File: src/rtl/sar_pkg.sv
package sar_pkg;

    typedef enum logic [2:0] {
        ST_IDLE,
        ST_HOLD,
        ST_ARMED,
        ST_CONV,
        ST_DONE
    } sar_state_t;

endpackage

File: src/rtl/sar_bit_timer.sv
module sar_bit_timer #(
    parameter int DIV = 8
) (
    input  logic clk,
    input  logic rst_n,
    output logic tick
);
    localparam int PW = (DIV > 1) ? $clog2(DIV) : 1;
    localparam logic [PW-1:0] LAST = PW'(DIV - 1);

    logic [PW-1:0] phase;

    always_ff @(posedge clk) begin
        if (!rst_n) begin
            phase <= '0;
        end else if (phase == LAST) begin
            phase <= '0;
        end else begin
            phase <= phase + 1'b1;
        end
    end

    assign tick = (phase == LAST);

endmodule

File: src/rtl/sar_search.sv
module sar_search #(
    parameter int W = 8
) (
    input  logic         clk,
    input  logic         rst_n,
    input  logic         clear,
    input  logic         launch,
    input  logic         step,
    input  logic         cmp_above,
    output logic [W-1:0] code,
    output logic         last
);
    localparam logic [W-1:0] MSB_ONLY = {1'b1, {(W-1){1'b0}}};

    logic [W-1:0] marker;
    logic [W-1:0] code_nx;

    // tested bit takes the comparator verdict, the next lower bit becomes the new trial
    always_comb begin
        code_nx = (code & ~marker) | (cmp_above ? marker : '0) | (marker >> 1);
    end

    always_ff @(posedge clk) begin
        if (!rst_n || clear) begin
            code   <= '0;
            marker <= '0;
        end else if (launch) begin
            code   <= MSB_ONLY;
            marker <= MSB_ONLY;
        end else if (step) begin
            code   <= code_nx;
            marker <= marker >> 1;
        end
    end

    assign last = marker[0];

endmodule

File: src/rtl/sar_out_port.sv
module sar_out_port #(
    parameter int W = 8
) (
    input  logic         clk,
    input  logic         rst_n,
    input  logic         load,
    input  logic [W-1:0] code_in,
    input  logic         rd_sel,
    output logic [W-1:0] data_out,
    output logic         data_oe
);
    logic [W-1:0] result_q;

    always_ff @(posedge clk) begin
        if (!rst_n) begin
            result_q <= '0;
        end else if (load) begin
            result_q <= code_in;
        end
    end

    for (genvar i = 0; i < W; i++) begin : g_bus
        assign data_out[i] = result_q[i] & rd_sel;
    end

    assign data_oe = rd_sel;

endmodule

File: src/rtl/sar_adc_ctrl.sv
module sar_adc_ctrl
    import sar_pkg::*;
#(
    parameter int DATA_W       = 8,
    parameter int CLKS_PER_BIT = 8
) (
    input  logic              clk,
    input  logic              rst_n,
    input  logic              cs_n,
    input  logic              rd_n,
    input  logic              wr_n,
    input  logic              cmp_above,
    output logic [DATA_W-1:0] trial_code,
    output logic [DATA_W-1:0] data_out,
    output logic              data_oe,
    output logic              intr_n
);
    sar_state_t state;
    sar_state_t state_nx;

    logic hold_req;
    logic rd_sel;
    logic bit_tick;
    logic last_bit;
    logic sar_clear;
    logic sar_launch;
    logic sar_step;
    logic res_load;
    logic intr_flag;

    assign hold_req = !cs_n && !wr_n;
    assign rd_sel   = !cs_n && !rd_n;

    sar_bit_timer #(.DIV(CLKS_PER_BIT)) u_timer (
        .clk  (clk),
        .rst_n(rst_n),
        .tick (bit_tick)
    );

    sar_search #(.W(DATA_W)) u_search (
        .clk      (clk),
        .rst_n    (rst_n),
        .clear    (sar_clear),
        .launch   (sar_launch),
        .step     (sar_step),
        .cmp_above(cmp_above),
        .code     (trial_code),
        .last     (last_bit)
    );

    sar_out_port #(.W(DATA_W)) u_port (
        .clk     (clk),
        .rst_n   (rst_n),
        .load    (res_load),
        .code_in (trial_code),
        .rd_sel  (rd_sel),
        .data_out(data_out),
        .data_oe (data_oe)
    );

    // state register
    always_ff @(posedge clk) begin
        if (!rst_n) begin
            state <= ST_IDLE;
        end else begin
            state <= state_nx;
        end
    end

    // transitions
    always_comb begin
        state_nx = state;
        unique case (state)
            ST_IDLE:  if (hold_req) state_nx = ST_HOLD;
            ST_HOLD:  if (!hold_req) state_nx = bit_tick ? ST_CONV : ST_ARMED;
            ST_ARMED: begin
                if (hold_req)      state_nx = ST_HOLD;
                else if (bit_tick) state_nx = ST_CONV;
            end
            ST_CONV: begin
                if (hold_req)                  state_nx = ST_HOLD;
                else if (bit_tick && last_bit) state_nx = ST_DONE;
            end
            ST_DONE:  state_nx = hold_req ? ST_HOLD : ST_IDLE;
            default:  state_nx = ST_IDLE;
        endcase
    end

    // per-state outputs
    always_comb begin
        sar_clear  = hold_req;
        sar_launch = 1'b0;
        sar_step   = 1'b0;
        res_load   = 1'b0;
        unique case (state)
            ST_IDLE:  ;
            ST_HOLD:  sar_launch = !hold_req && bit_tick;
            ST_ARMED: sar_launch = !hold_req && bit_tick;
            ST_CONV:  sar_step   = !hold_req && bit_tick;
            ST_DONE:  res_load   = !hold_req;
            default:  ;
        endcase
    end

    // interrupt flag: strobe hold clears, completion sets (wins over a read), read clears
    always_ff @(posedge clk) begin
        if (!rst_n) begin
            intr_flag <= 1'b0;
        end else if (hold_req) begin
            intr_flag <= 1'b0;
        end else if (res_load) begin
            intr_flag <= 1'b1;
        end else if (rd_sel) begin
            intr_flag <= 1'b0;
        end
    end

    assign intr_n = !intr_flag;

endmodule

File: config.mk
export PLATFORM = sky130hd
export DESIGN_NAME = sar_adc_ctrl
export DESIGN_NICKNAME = d
export VERILOG_FILES = /design/src/rtl/sar_pkg.sv /design/src/rtl/sar_bit_timer.sv /design/src/rtl/sar_search.sv /design/src/rtl/sar_out_port.sv /design/src/rtl/sar_adc_ctrl.sv
export SDC_FILE = /design/constraint.sdc
export NUM_CORES = 1
export LEC_CHECK = 0
export ABC_AREA = 1
export BUFFER_PORTS_ARGS = -buffer_cell sky130_fd_sc_hd__buf_4
export CAP_MARGIN = 20
export CORE_MARGIN = 5
export CORE_UTILIZATION = 40
export CTS_CLUSTER_SIZE = 14
export DETAILED_ROUTE_END_ITERATION = 16
export HOLD_SLACK_MARGIN = 0.1
export MAX_ROUTING_LAYER = met4
export PLACE_DENSITY_LB_ADDON = 0.1
export SLEW_MARGIN = 40
export SYNTH_ARGS = -nofsm -noshare
export SYNTH_HDL_FRONTEND = slang
export SYNTH_SLANG_ARGS = --single-unit
File: constraint.sdc
create_clock -name clk -period 1.7 [get_ports clk]
set_input_delay 0.34 -clock clk [delete_from_list [all_inputs] [get_ports clk]]
set_output_delay 0.34 -clock clk [all_outputs]
set_load 0.02 [all_outputs]
Word-level counts from Yosys, hierarchy flattened:

Index checks and enable logic that the tools add are counted.

* bits in registers: 31
* bits in latches: 0
* bits in writable memories: 0
* ROM bits: 0
* input port bits: 6
* output and inout bits: 18
* word-level logic and storage cells: 69
* memories: 0

* add/sub/neg operators: 1
* multipliers: 0
* divide/modulo/power cells: 0
* $lt $le $gt $ge: 0
* eq/ne operators: 9
* shift operators: 0
* multiplexer cells: 19
* bitwise gates (word level): 13
* reductions and logical operators: 19

Operator list (number)
* two-way mux 8 bit: 5
* two-way mux 3 bit: 6
* case mux 3 bit (5 select lines): 1
* AND 1 bit: 8
* AND 8 bit: 1
* inverter 8 bit: 1
* bitwise OR 8 x 7 -> 8 bit: 1
* bitwise OR 8 bit: 1
* OR reduction 2 bit: 4
* two-way mux 1 bit: 7
* equality test 3 x 2 -> 1 bit (second input constant): 2
* equality test 3 bit (second input constant): 2
* logical NOT 1 bit: 6
* != test 3 bit (second input constant): 2
* logical AND 1 bit: 4
* != test 2 bit (second input constant): 2
* AND reduction 4 bit: 1
* nonzero test 2 bit: 2
* adder 3 x 1 -> 3 bit (second input constant): 1
* equality test 3 x 1 -> 1 bit (second input constant): 1
* logical NOT 3 bit: 1
* logical OR 1 bit: 1
* inverter 1 bit: 1

Longest topological paths before layout:

Gate-level depths: netlist of run 1.

* depth after elaboration: 7
* gate-level depth with buffers: 10
* mapped depth without buffers: 9

Cells and area by module:

Synthesis of run 1 repeated with hierarchy kept, for this count alone.

* cell total of the unflattened synthesis: 227
* area, all modules: 1609.0 µm²

Modules (own cells, without submodules)
* sar_search: instances 1, cells each 90, area an instance 686.9 µm², sequential area each 320.3 µm²
* sar_out_port: instances 1, cells each 69, area an instance 454.2 µm², sequential area each 160.2 µm²
* sar_adc_ctrl: instances 1, cells each 56, area an instance 354.1 µm², sequential area each 80.1 µm²
* sar_bit_timer: instances 1, cells each 12, area an instance 113.9 µm², sequential area each 60.1 µm²

Least setup slack after synthesis of run 1:

Ideal clock, no wire load.

* kind: input -> output
* start: input cs_n
* end: output data_out[0]
* data arrival time: 1.310 ns
* data required time: 1.360 ns
* slack: 0.050 ns
* cell stages on the path: 3
* path buffers: 0
* path through: nor2_1 > clkinv_1 > nor2_1

* longest elaborated chain between the ends: 3

RTL lines
* from (decl): line sar_adc_ctrl.sv:9 `input logic cs_n,`
* logical NOT 1 bit: line sar_adc_ctrl.sv:32 `assign rd_sel = !cs_n && !rd_n;`
* logical AND 1 bit: line sar_adc_ctrl.sv:32
* AND 1 bit: line sar_out_port.sv:23 `assign data_out[i] = result_q[i] & rd_sel;`
* to (decl): line sar_adc_ctrl.sv:14 `output logic [DATA_W-1:0] data_out,`

No other way between the ends.

Worst setup path in the final report of run 1:

* start: input cs_n
* end: output data_out[6]

Same word-level chain as after synthesis.

==> results_dict.tcl, run 1 <==
set metrics [dict create \
    status "finished, final reports clean" \
    fin_cells 296 \
    setup.worst_path.start "cs_n" \
    synth_xor_area_share_pct 0 \
    numCtsBuffers 5 \
    drive_gt1_share_pct 17.7 \
    synthTopCellsByArea "dfxtp_1 41%, nand2_1 14%, inv_1 8.2%" \
    cts_setup_buffers 0 \
    grt_pass1_wl_microns 5400 \
    hp-start "rst_n" \
    post_cts_resized 0 \
    io_pins 24 \
    rsz0062_at_grt "no" \
    io_buffers 23 \
    cts_htree_levels 2 \
    place_ws_ps 191 \
    path_max_fanout 9 \
    placed_cell_area_sq_um 1700 \
    cts_sinks 31 \
    ys_async_sr_fraction_pct 0 \
    worst_pin_slew_ps 294 \
    ys_types 22 \
    grt_pass1_vias 1170 \
    wl_met1_microns 1680 \
    synth_top_family_by_area "simple AND/OR/NAND/NOR gates" \
    period_minus_slack_ps 1490 \
    yosys.area.top_type_share_pct 41.2 \
    initial_core_util_pct 41.2 \
    ys_ff_latch 31 \
    synth-compound-area-share_pct 13.9 \
    yosys.area_share.adder_pct 2.49 \
    num_vias 1330 \
    flow.area_growth_from_synthesis_pct 18.6 \
    fin_setup_tns_ps 0 \
    drv_slew 0 \
    synth-simple-area-share_pct 30.0 \
    worstSetupPathType "in -> out" \
    overflow 0 \
    min_period_over_period_pct 87.8 \
    p_leak_nw 0.802 \
    routed_via_density 4.49 \
    p_per_area_nw_per_um2 812 \
    synth_area_sq_um 1510 \
    clock.fmax_mhz 670 \
    start_kind "primary input" \
    avgRoutedWirePerCell_microns 10.5 \
    root_buffer "clkbuf_8" \
    cts_buffer_depth 2 \
    maxCapViolCount 0 \
    cp-end-kind "output port" \
    finalInstanceArea_sq_um 1790 \
    r2r_slack_ps 220 \
    die-height_microns 71.4 \
    avgSynthCellArea_sq_um 6.76 \
    yosysMostFrequentCell "nand2_1" \
    path_clk_slew_ps 60 \
    r2r_start "u_timer.phase[0]$_SDFF_PP0_" \
    fp-row-count 22 \
    final.setup_skew_ps 4.75 \
    clock_latency_ps 280 \
    antenna_found_initial 0 \
    finalHoldViolCount 0 \
    synth_cells 223 \
    required_ps 1360 \
    grt_start_max_net_pins 26 \
    core_area_sq_um 3660 \
    cts_tree "done" \
    dp_hpwl_microns 2220 \
    ir_drop_mv 0.427 \
    dieArea_sq_um 5100 \
    drc 0 \
    dp_cells 289 \
    gp_congestion 0.833 \
    yosys.area.top_type "dfxtp_1" \
    drt_wl_total_microns 3110 \
    synthFlopType "dfxtp_1" \
    hp-class "in -> reg" \
    route.met2.wl_microns 1180 \
    die_w_microns 71.4 \
    synth_warnings 0 \
    synth_mux_area_share_pct 0 \
    dr.max_layer_used "met4" \
    diodes 0 \
    synth-edff-count 0 \
    synth_nets 232 \
    cts_hold_buf 0 \
    worst_slack_ps 207 \
    grt.total_usage_pct 13.8 \
    cp_data_arrival_time_ps 1150 \
    dr.pass1.iters 4 \
    wl_met3_microns 193 \
    fin_nets 257 \
    yosys-top-cells-count "57 x nand2_1, 33 x inv_1, 31 x dfxtp_1, 27 x nor2_1, 20 x a21oi_1" \
    drt_iter0_markers 61 \
    ant_nets 0 \
    finalSetupViolCount 0 \
    ys_seq_area_share_pct 41.2 \
    max-slew-margin-rel_pct 80.4 \
]
[through the flow]
stage	hold slack (ps)	util, %	total power [mW]
final	360	48.8	1.45
after global routing	355	48.8	1.53
after CTS	352	48.8	1.48
after detailed placement	417	46.4	0.886
after global placement	415	46.4	0.885
after floorplan	397	-	0.856
[kinds of logic (layout without fill, tap and decap cells)]
kind of cell,after synthesis,count (layout)
adder cells (fa/ha/maj),3,3
AO/OA/AOI/OAI,42,42
buffers and inverters,43,68
flip-flops,31,31
AND/OR/NAND/NOR,104,104
[metal layers]
| layer | track usage [%] | vias to the layer above |
|---|---|---|
| met3 | 5.47 | 6 |
| met2 | 17.4 | 23 |
| met4 | 6.26 | 0 |
| met5 | - | - |
| met1 | 18.9 | 567 |
| li1 | - | 734 |
[flip-flops by register name (all words and copies together), names as in the netlist]
register	count
u_search.code	8
u_search.marker	8
state	3
intr_flag	1
u_timer.phase	3
u_port.result_q	8
[placed cells by master (no fill, tap or decap)]
cell      instances
a21oi_1          20
buf_4            24
clkbuf_8          6
clkinv_1          1
clkinv_2          1
dfxtp_1          31
ha_1              3
inv_1            33
inv_2             3
nand2_1          57
nand2_2           4
nand2_4           1
nand3_1           8
nand4_1           1
nor2_1           27
nor2_4            3
nor3_1            1
nor3_2            1
o21ai_0          13
o21ai_1           9
or2_2             1
[worst max-delay path, cell delays in order]
cell and delay, ps:
buf_4 120, nor2_1 140, clkinv_1 240, nor2_1 150, buf_4 150
[area by class of cell]
cell class | count | area (sq um)
Inverter | 37 | 139
Tap cell | 48 | 60.1
Multi-Input combinational cell | 149 | 701
Sequential cell | 31 | 621
Clock inverter | 1 | 5.00
Timing Repair Buffer | 24 | 180
Fill cell | 393 | 1870
Clock buffer | 6 | 82.6
[path summary, 6_finish.rpt]
path / endpoint / cells past startpoint
setup / recovery: data_out[6] / 5
hold / removal: u_port.result_q[1]$_SDFFE_PN0P_ / 3
setup reg to reg: u_search.marker[3]$_SDFFE_PP0P_ / 8
hold reg to reg: u_timer.phase[0]$_SDFF_PP0_ / 1
[power breakdown]
part / total (mW) / internal [mW] / switching [mW] / leakage [nW]
combinational: 0.116 / 0.0427 / 0.0736 / 0.504
sequential: 0.754 / 0.739 / 0.0157 / 0.251
clock: 0.580 / 0.317 / 0.263 / 0.0470
total: 1.45 / 1.10 / 0.353 / 0.802
No activity file was read; power rests on OpenSTA's default activity.
==> inputs of run 2 (changes only) <==
==> constraint.sdc (replaced) <==
create_clock -name clk -period 1.2 [get_ports clk]
set_input_delay 0.24 -clock clk [delete_from_list [all_inputs] [get_ports clk]]
set_output_delay 0.24 -clock clk [all_outputs]
set_load 0.02 [all_outputs]
==> run 2 against run 1 <==
  * The flow now finishes with violations (setup timing)
  * Non-clock buffer count increased by 18
  * Highest routed layer unchanged
  * Sequential power increased by 43%
  * Critical endpoint is now u_search.marker[5]$_SDFFE_PP0P_
  * Clock power increased by 23%
==> results_dict.tcl, run 2 (same netlist as run 1, synthesis figures left out) <==
set metrics [dict create \
    status "finished, violations left" \
    place_ws_ps -139 \
    core_area_sq_um 3660 \
    totalPowerFinal_mw 2.04 \
    ir_drop_mv 0.666 \
    dieArea_sq_um 5100 \
    grt_pass1_vias 1289 \
    routed_via_density 4.60 \
    final_cell_mix "45 x nand2_1, 38 x buf_4, 32 x inv_1" \
    fp-row-count 22 \
    clock.fmax_mhz 776 \
    fin_setup_tns_ps -1180 \
    grt_pass1_wl_microns 5980 \
    cp-end-kind "flop" \
    io_pins 24 \
    cts_buffer_depth 2 \
    seqPwrFrac_pct 52.9 \
    min_path_cells 5 \
    die-height_microns 71.4 \
    overflow 0 \
    grt_start_max_net_pins 17 \
    internal_power_mw 1.55 \
    drive_gt1_share_pct 40.4 \
    dp_hpwl_microns 2450 \
    p_clk_share_pct 35.0 \
    rsz0062_at_grt "yes" \
    numCtsBuffers 5 \
    io_buffers 23 \
    hp-start "rd_n" \
    path_clk_slew_ps 60 \
    p_leak_nw 0.902 \
    worstSetupPathType "reg -> reg" \
    r2r_slack_ps -90 \
    setup.worst_path.start "u_timer.phase[0]$_SDFF_PP0_" \
    clock_latency_ps 270 \
    worst_pin_slew_ps 243 \
    initial_core_util_pct 41.2 \
    worst_slack_ps -88.2 \
    diodes 0 \
    failed_checks "setup timing" \
    avgRoutedWirePerCell_microns 11.3 \
    start_kind "flop" \
    cts_htree_levels 2 \
    max-slew-margin-rel_pct 83.8 \
    cts_tree "done" \
    drt_iter0_markers 50 \
    swShare_pct 24.2 \
    biggestRegsByFlops "u_port.result_q x8, u_search.code x8, u_search.marker x8" \
    r2r-end "u_search.marker[5]$_SDFFE_PP0P_" \
    flow.area_growth_from_synthesis_pct 43.8 \
    antenna_found_initial 0 \
    root_buffer "clkbuf_8" \
    hp-class "in -> reg" \
    power_switching_mw 0.493 \
    cp_data_arrival_time_ps 1490 \
    dr.pass1.iters 4 \
    finalHoldViolCount 0 \
    r2r_start "u_timer.phase[0]$_SDFF_PP0_" \
    grt.total_usage_pct 15.2 \
    drt_wl_total_microns 3550 \
    final_common_cell "nand2_1" \
    num_vias 1450 \
    min_period_over_period_pct 107 \
    drc 0 \
    cts_sinks 31 \
    maxCapViolCount 0 \
    min_to "intr_flag$_SDFFE_PP0P_" \
    drv_slew 0 \
    fin_nets 277 \
    path_max_fanout 7 \
    required_ps 1400 \
    combPwrFrac_pct 12.1 \
    ant_nets 0 \
    gp_congestion 0.867 \
    final.setup_skew_ps 3.63 \
    p_per_area_nw_per_um2 941 \
    ff2ff_path_depth 9 \
    period_minus_slack_ps 1290 \
    die_w_microns 71.4 \
    finalSetupViolCount 17 \
]
## run 2: per-layer routing
metal / vias up / global-route usage, % / share of wire [%]
met2: 41 / 21.4 / 44
li1: 780 / - / -
met5: - / - / 0
met3: 6 / 5.61 / 6.9
met4: 0 / 5.22 / 1.5
met1: 623 / 20.0 / 48
## run 2: area by class of cell
cell class,count,area [sq um]
Clock buffer,6,72.6
Fill cell,355,1490
Inverter,37,151
Multi-Input combinational cell,151,911
Sequential cell,31,626
Tap cell,48,60.1
Timing Repair Buffer,42,348
## run 2: how the worst max path moves through the flow
| stage | endpoint | slack [ps] | cells after the start |
|---|---|---|---|
| 6_report | u_search.marker[5]$_SDFFE_PP0P_ | -90 | 9 |
| 5_1_grt | u_search.code[5]$_SDFFE_PP0P_ | -180 | 10 |
| 4_1_cts | u_search.marker[5]$_SDFFE_PP0P_ | -90 | 9 |
| 3_5_place_dp | u_search.marker[5]$_SDFFE_PP0P_ | -140 | 8 |
| 3_3_place_gp | u_search.marker[2]$_SDFFE_PP0P_ | -90 | 8 |
| 2_1_floorplan | u_search.code[7]$_SDFFE_PP0P_ | -50 | 10 |
## run 2: per-stage QoR
step                utilization (%)  area (sq um)  hold slack [ps]  std cells
floorplan                         -          1560              405        223
global placement               51.1          1870              412        303
detailed placement             51.1          1870              418        303
CTS                            56.2          2060              348        314
global route                   59.2          2170              361        315
finish                         59.2          2170              360        315
## run 2: power groups by stage
| stage | logic, mW | registers, mW | clock network [mW] |
|---|---|---|---|
| floorplan | 0.143 | 1.08 | 0 |
| finish | 0.246 | 1.08 | 0.715 |
| global placement | 0.215 | 1.10 | 0 |
| detailed placement | 0.218 | 1.10 | 0 |
| global route | 0.271 | 1.08 | 0.811 |
| CTS | 0.231 | 1.07 | 0.754 |
## run 2: what timing repair did
item                                    in CTS  in global routing
endpoints found under the setup margin      34                 37
pin swaps                                   10                  5
resized for setup                           13                 33
gates cloned                                 2                  0
hold buffers                                 0                  0
buffers inserted                             3                  1
## run 2: worst max-delay path, cell delays in order, from the launching register on
cell     delay, ps
dfxtp_2        340
ha_4           140
ha_4           130
inv_2           40
nor2_4         100
buf_6          130
nand2_8         80
inv_8           80
nand2_1         50
a21oi_1        120
==> inputs of run 3 (changes only) <==
--- a/config.mk
+++ b/config.mk
@@ -8,13 +8,16 @@
 export ABC_AREA = 1
 export BUFFER_PORTS_ARGS = -buffer_cell sky130_fd_sc_hd__buf_4
 export CAP_MARGIN = 20
+export CELL_PAD_IN_SITES_DETAIL_PLACEMENT = 2
+export CELL_PAD_IN_SITES_GLOBAL_PLACEMENT = 2
 export CORE_MARGIN = 5
-export CORE_UTILIZATION = 40
+export CORE_UTILIZATION = 27
 export CTS_CLUSTER_SIZE = 14
 export DETAILED_ROUTE_END_ITERATION = 16
+export GPL_ROUTABILITY_DRIVEN = 1
 export HOLD_SLACK_MARGIN = 0.1
 export MAX_ROUTING_LAYER = met4
-export PLACE_DENSITY_LB_ADDON = 0.1
+export PLACE_DENSITY = 0.82
 export SLEW_MARGIN = 40
 export SYNTH_ARGS = -nofsm -noshare
 export SYNTH_HDL_FRONTEND = slang
==> run 3 against run 2 <==
  * The flow still finishes with violations (setup timing)
  * Core utilization down 17 points
  * Count of clock-buffer cells in the layout unchanged
  * Via count increased by 16%
  * Worst setup slack worse by 120 ps
  * Routed wire length grew 87%
  * Flip-flop and latch count unchanged
  * Clock power rose by 21%
==> results_dict.tcl, run 3 (same netlist as run 1, synthesis figures left out) <==
set metrics [dict create \
    status "finished, violations left" \
    failed_checks "setup timing" \
    dp_hpwl_microns 3470 \
    gp_congestion 0.810 \
    final_cell_mix "48 x nand2_1, 42 x buf_4, 32 x inv_1" \
    required_ps 1420 \
    drc 0 \
    multi_input_area_sq_um 988 \
    die_w_microns 84.7 \
    p_leak_nw 0.994 \
    core_area_sq_um 5470 \
    biggestRegsByFlops "u_port.result_q x8, u_search.code x8, u_search.marker x8" \
    cts_htree_levels 2 \
    antenna_found_initial 0 \
    ir_drop_mv 0.319 \
    worstSetupPathType "reg -> reg" \
    max-slew-margin-rel_pct 77.5 \
    finalHoldViolCount 0 \
    grt_start_max_net_pins 17 \
    period_minus_slack_ps 1410 \
    p_per_area_nw_per_um2 962 \
    grt_pass1_wl_microns 9670 \
    fin_util_pct 42.7 \
    grt.total_usage_pct 17.6 \
    cp_data_arrival_time_ps 1640 \
    die-height_microns 84.7 \
    flow.area_growth_from_synthesis_pct 54.9 \
    nFillCells 613 \
    drv_slew 0 \
    fp-row-count 27 \
    drt_wl_total_microns 6640 \
    placed_cell_area_sq_um 1890 \
    cts_sinks 31 \
    final.setup_skew_ps 5.34 \
    initial_core_util_pct 27.5 \
    io_pins 24 \
    cp-end-kind "flop" \
    finalSetupViolCount 23 \
    cts_buffer_depth 2 \
    worst_pin_slew_ps 337 \
    diodes 0 \
    avgRoutedWirePerCell_microns 19.2 \
    rsz0062_at_grt "yes" \
    drive_gt1_share_pct 48.2 \
    numCtsBuffers 5 \
    fin_setup_tns_ps -3110 \
    final_common_cell "nand2_1" \
    worst_slack_ps -213 \
    grt_pass1_vias 1792 \
    hp-class "in -> reg" \
    dieArea_sq_um 7180 \
    drt_iter0_markers 83 \
    place_ws_ps -197 \
    overflow 0 \
    regArea_sq_um 634 \
    cts_tree "done" \
    finalInstanceArea_sq_um 2330 \
    io_buffers 23 \
    clock_latency_ps 290 \
    min_period_over_period_pct 118 \
    fin_nets 283 \
    start_kind "flop" \
    ant_nets 0 \
    dr.pass1.iters 4 \
    path_max_fanout 7 \
    routed_via_density 4.86 \
    clock.fmax_mhz 708 \
    holdWs_ps 353 \
    path_clk_slew_ps 70 \
    num_vias 1682 \
    maxCapViolCount 0 \
    root_buffer "clkbuf_8" \
]
## run 3: changes by cell type in the layout (fill, tap and decap cells not counted), moves of 2 or more
cell / previous run / this run
a21oi_1: 13 / 5
a21oi_2: 7 / 14
nand2_4: 1 / 7
o21ai_2: 5 / 11
nand2_2: 15 / 10
buf_4: 38 / 42
o21ai_0: 11 / 7
dfxtp_1: 27 / 24
nand2_1: 45 / 48
dfxtp_4: 0 / 2
nand2_8: 3 / 1
o21ai_1: 6 / 4
## run 3: per-stage QoR
step	power, mW	std cells
CTS	2.20	342
finish	2.25	346
global route	2.36	346
global placement	1.31	328
detailed placement	1.33	328
floorplan	1.23	223
## run 3: layer usage
layer	vias to the layer above	wire length, microns	share of wire (%)	track usage [%]
met4	0	178	2.7	6.04
met5	-	0	0	-
met2	46	3400	51	30.2
li1	796	-	-	-
met1	828	2790	42	20.6
met3	12	259	3.9	3.34
## run 3: what timing repair did
item                       in CTS  in global routing
cloned                          3                  1
setup buffers                   4                  3
gates resized for setup        19                 55
setup endpoints to repair      35                 32
hold buffers                    0                  0
pin swaps                       9                 13
## run 3: critical path, stage by stage (launching register included)
cell and delay [ps]:
dfxtp_2 340, ha_4 150, ha_4 140, inv_2 50
nor2_4 110, buf_12 140, nand2_8 90, inv_8 90
nand2_4 60, a21oi_4 160
## run 3: path summary, 6_finish.rpt
path / from / to / slack (ps) / depth (start not counted)
setup reg to reg: u_timer.phase[1]$_SDFF_PP0_ / u_search.marker[5]$_SDFFE_PP0P_ / -210 / 9
hold reg to reg: u_port.result_q[2]$_SDFFE_PN0P_ / u_port.result_q[2]$_SDFFE_PN0P_ / 490 / 2
hold / removal: rd_n / intr_flag$_SDFFE_PP0P_ / 350 / 5
setup / recovery: u_timer.phase[1]$_SDFF_PP0_ / u_search.marker[5]$_SDFFE_PP0P_ / -210 / 9
## run 3: layout make-up
cell class                 count  area share, %
clock inverter                 1          0.214
inverter                      37           6.70
clock buffer                   6           3.54
multi-input combinational    153           42.3
tap                           72           3.86
sequential                    31           27.2
timing repair buffer          46           16.2
## run 3: report_power, final
part / switching [mW] / internal (mW) / leakage (nW)
sequential: 0.0340 / 1.05 / 0.254
clock: 0.415 / 0.450 / 0.0470
combinational: 0.176 / 0.123 / 0.693
